==> config.mk <==
export PLATFORM = sky130hd
export DESIGN_NAME = dyn_accumulator
export DESIGN_NICKNAME = d
export VERILOG_FILES = /design/src/rtl/acc_pkg.sv /design/src/rtl/acc_mode_decode.sv /design/src/rtl/acc_preload_gen.sv /design/src/rtl/acc_adder.sv /design/src/rtl/dyn_accumulator.sv
export SDC_FILE = /design/constraint.sdc
export NUM_CORES = 1
export LEC_CHECK = 0
export BUFFER_PORTS_ARGS = -buffer_cell sky130_fd_sc_hd__buf_2
export CAP_MARGIN = 25
export CORE_MARGIN = 4
export CORE_UTILIZATION = 53
export DETAILED_ROUTE_END_ITERATION = 16
export GPL_TIMING_DRIVEN = 0
export PLACE_DENSITY = 0.79
export SYNTH_ARGS = -nofsm -noshare
export SYNTH_HDL_FRONTEND = slang
export SYNTH_SLANG_ARGS = --single-unit
==> constraint.sdc <==
create_clock -name clk -period 4.8 [get_ports clk]
set_input_delay 0.24 -clock clk [delete_from_list [all_inputs] [get_ports clk]]
set_output_delay 0.24 -clock clk [all_outputs]
set_load 0.02 [all_outputs]
==> src/rtl/acc_pkg.sv <==
package acc_pkg;

  typedef enum logic [1:0] {
    MODE_ZERO = 2'd0,
    MODE_ACC  = 2'd1,
    MODE_DEC  = 2'd2,
    MODE_PRE  = 2'd3
  } acc_mode_e;

  // Map the three control bits {neg,load,acc} to an operating mode.
  // Any code outside the four defined ones falls back to pass-through.
  function automatic acc_mode_e decode_ctl(input logic neg, input logic load, input logic acc);
    case ({neg, load, acc})
      3'b001:  return MODE_ACC;
      3'b101:  return MODE_DEC;
      3'b010:  return MODE_PRE;
      default: return MODE_ZERO;
    endcase
  endfunction

endpackage

==> src/rtl/acc_mode_decode.sv <==
module acc_mode_decode
  import acc_pkg::*;
(
  input  logic      neg,
  input  logic      load,
  input  logic      acc,
  output acc_mode_e mode,
  output logic      use_fb,
  output logic      use_pre,
  output logic      do_neg
);
  always_comb begin
    mode    = decode_ctl(neg, load, acc);
    use_fb  = (mode == MODE_ACC) || (mode == MODE_DEC);
    use_pre = (mode == MODE_PRE);
    do_neg  = (mode == MODE_DEC);
  end
endmodule

==> src/rtl/acc_preload_gen.sv <==
module acc_preload_gen #(
  parameter int WIDTH = 64,
  localparam int POS_W = $clog2(WIDTH)
) (
  input  logic [POS_W-1:0] pos,
  output logic [WIDTH-1:0] const_word
);
  // One comparator per bit. At most one comparator can match.
  for (genvar b = 0; b < WIDTH; b++) begin : g_bit
    assign const_word[b] = (pos == POS_W'(b));
  end
endmodule

==> src/rtl/acc_adder.sv <==
module acc_adder #(
  parameter int WIDTH = 64
) (
  input  logic [WIDTH-1:0] base,
  input  logic [WIDTH-1:0] addend,
  input  logic             negate,
  output logic [WIDTH-1:0] sum
);
  logic [WIDTH-1:0] operand;

  always_comb begin
    // Two's complement: invert the bits, then add one. The sum wraps modulo 2^WIDTH.
    operand = negate ? (~addend + WIDTH'(1)) : addend;
    sum     = base + operand;
  end
endmodule

==> src/rtl/dyn_accumulator.sv <==
module dyn_accumulator
  import acc_pkg::*;
#(
  parameter int WIDTH = 64,
  localparam int POS_W = $clog2(WIDTH)
) (
  input  logic             clk,
  input  logic             rst,
  input  logic             en,
  input  logic [WIDTH-1:0] din,
  input  logic             ctl_neg,
  input  logic             ctl_load,
  input  logic             ctl_acc,
  input  logic [POS_W-1:0] pre_pos,
  output logic [WIDTH-1:0] result
);
  acc_mode_e        mode;
  logic             use_fb;
  logic             use_pre;
  logic             do_neg;
  logic [WIDTH-1:0] pre_const;
  logic [WIDTH-1:0] base_sel;
  logic [WIDTH-1:0] next_val;

  acc_mode_decode i_dec (
    .neg(ctl_neg), .load(ctl_load), .acc(ctl_acc),
    .mode(mode), .use_fb(use_fb), .use_pre(use_pre), .do_neg(do_neg)
  );

  acc_preload_gen #(.WIDTH(WIDTH)) i_pre (
    .pos(pre_pos), .const_word(pre_const)
  );

  // The adder's base input is the stored result (sum or difference),
  // the preload constant (preload), or zero (pass-through).
  always_comb begin
    if (use_fb)       base_sel = result;
    else if (use_pre) base_sel = pre_const;
    else              base_sel = '0;
  end

  acc_adder #(.WIDTH(WIDTH)) i_add (
    .base(base_sel), .addend(din), .negate(do_neg), .sum(next_val)
  );

  always_ff @(posedge clk) begin
    if (rst)     result <= '0;
    else if (en) result <= next_val;
  end
endmodule

==> run summary <==
Post-synth ARST share: 0%
Synth top cells by count: nand2_1 (98), xnor2_1 (91), nor2_1 (90), a21oi_1 (83), inv_1 (79)
worst skew pair latency: 0.35 ns
violation count after the first detailed-route iteration: 985
fin util: 66.3%
Nets: 1428
Die X: 131 um
Max Slew Vio Count: 0
Top cell by count, worst path: nor3b_4
Ys Warns: 0
area grow syn2layout: 22.0%
Regs by FF count: result x64
Antenna Violating Nets Remaining: 0
die area: 17000 sq um
Setup Crit Path Kind: in2reg
max-cap viol count: 0
share of cells above drive strength 1: 19.3%
CTS root buffer: clkbuf_16
FF-to-FF setup slack: 1.05 ns
first-pass GRT wire length: 47600 um
CTS tree: done
WHS: 0.352 ns
post-layout min period: 4.73 ns
VDD IR max: 0.000186 V
Reg with most FFs: result
reg2reg start: result[0]
reg2reg path depth: 14
arrival time of the worst setup path: 4.96 ns
crit path capture: result[58]
Slew headroom: 31.2%
dominant cells by area after synthesis: dfxtp_1 (16%), ha_1 (10%), xnor2_1 (10%)
io pins: 140
period utilization: 98.6%
Worst Setup Start Kind: input pin
top routing layer used: met4
final hold vios: 0
port bufs: 138
Rows: 44
Worst Setup SP: ctl_load
post-DP HPWL: 24700 um
clock sink count: 64
Mapped Cells: 1131
final setup fails: 0
DR DRC count: 0
Mapped Area: 7960 sq um
min-delay src: din[0]
Synth Net Count: 1273
Seq cells post-synth: 64
syn_area_per_cell: 7.04 sq um
pin count of the biggest net entering global routing: 11
RSZ-0062 raised after global routing: yes
sequential area share after synthesis: 16.1%
status: finished, final reports clean
via count: 9527
Die Height: 131 um
H-Tree Depth: 3
worst slew pin tran: 1.03 ns
Worst Clk Skew: 0.00910 ns
Worst Path Max Fanout: 8
Synth cell types: 58
Routed met1 length: 13600 um
Leakage: 4.13 nW
clk buf depth: 2
Initial Util: 54.3%
worst path required time: 5.03 ns
Cell Pwr Density: 292 nW/um^2
final global-route overflow total: 0
Via density: 6.46
final WL: 32600 um
clock-pin slew on the worst setup and hold paths: 0.06 ns
reg-to-reg endpoint: result[58]
area leader, netlist: dfxtp_1
RD Place Congestion: 0.992
Min-Delay Path Class: in2reg
gr usage total: 36.8%
total CTS buffers: 9
initial antenna violation count: 0
DR WL/cell: 22.1 um
Most used DFF post-synth: dfxtp_1
number of diodes: 0
Detail Route met2 WL: 14100 um
CP endpoint kind: register
vias in the first global route: 8427
Worst path max stage delay: 0.43 ns
Post-synth EDFFs: 0
Synth top area share: 16.1%
top-count cell post-synth: nand2_1
drt pass-1 iters: 5
Peak Freq: 0.211 GHz
core area: 14600 sq um
slowest cell on the critical path: ha_2
CP Cell Sequence: buf_2 -> nor3b_4 -> nand2b_1 -> ha_2 -> nor3b_4 -> nand2_2 -> o22ai_1 -> fa_1 -> a21o_1 -> a31oi_1 -> a2bb2oi_2 -> o21ai_2 -> a41oi_4 -> o41a_1 -> o31a_1 -> o31ai_4 -> nor2_1 -> a211o_1
max FFs per register: 64
metal3 WL: 3280 um
[report_power, final]
group	switching (mW)	internal [mW]
clock network	0.285	0.460
logic	0.899	0.524
registers	0.0600	0.608
total	1.24	1.59
[routing by layer]
metal,track usage (%),vias to the layer above
li1,-,4442
met1,49.0,4416
met2,56.3,567
met3,7.36,102
met4,18.5,0
met5,0,-
[stage by stage]
step	instances	power, mW	setup WS (ns)	TNS, ns	cell area [sq um]
global route	1475	2.98	-0.0611	-0.190	9710
global placement	1453	1.98	-1.92	-41.52	8890
finish	1475	2.84	0.0686	0	9710
floorplan	1131	1.60	0.0224	0	7970
CTS	1470	2.75	0.000612	0	9470
detailed placement	1453	1.98	-1.90	-41.84	8890
[logic make-up after synthesis]
family / after synthesis / share of synthesized area [%]
AOI/OAI and AO/OA: 370 / 29.3
xor gates and xnor gates: 113 / 12.4
adders and majority gates: 66 / 10.5
buffers and inverters: 146 / 6.89
DFF: 64 / 16.1
muxes: 30 / 3.77
and+or+nand+nor: 342 / 21.1
[worst min-delay path by stage]
stage,to,slack [ns],depth (start not counted)
2_1_floorplan,result[0],0.50,3
3_5_place_dp,result[36],0.49,2
5_1_grt,result[0],0.39,4
4_1_cts,result[0],0.33,4
3_3_place_gp,result[36],0.48,2
6_report,result[0],0.35,4
[area by class of cell]
type | count | area (sq um)
sequential | 64 | 1280
buffer | 57 | 233
inverter | 79 | 297
fill | 1341 | 4930
clock inverter | 2 | 35.0
timing repair buffer | 154 | 811
clock buffer | 14 | 284
tap | 184 | 230
multi-input combinational | 921 | 6540
[critical path, delay by kind of cell]
kind                       cells  cell delay [ns]
AOI/OAI and AO/OA             10             2.84
adders and majority gates      2             0.71
buffers and inverters          1             0.11
and+or+nand+nor                5             1.06
[repair_timing]
item / 4_1_cts / 5_1_grt
endpoints found under the setup margin: 40 / 22
hold buffers: 0 / 0
gates resized for setup: 54 / 50
setup buffers: 5 / 11
pin swaps: 8 / 13
[placed cells by master, fill, tap and decap left out, types with 5 or more instances in the layout]
master / instances
buf_2: 139
nand2_1: 91
xnor2_1: 91
nor2_1: 88
inv_1: 79
o22ai_1: 76
a21oi_1: 73
o21ai_0: 70
dfxtp_1: 64
ha_1: 60
clkbuf_1: 44
nand4_1: 30
mux2i_1: 30
nand3_1: 25
a21o_1: 25
xor2_1: 22
o21bai_1: 18
buf_4: 17
o31ai_1: 16
nor3_1: 16
or3_1: 12
a31oi_1: 10
a21oi_2: 9
clkbuf_16: 9
nand2b_1: 8
a211oi_1: 8
o211ai_1: 8
buf_1: 7
nand2_2: 6
nor2b_1: 6
o41ai_1: 6
o21a_1: 6
or4_1: 5
nor3b_1: 5
No activity file was read; power rests on OpenSTA's default activity.
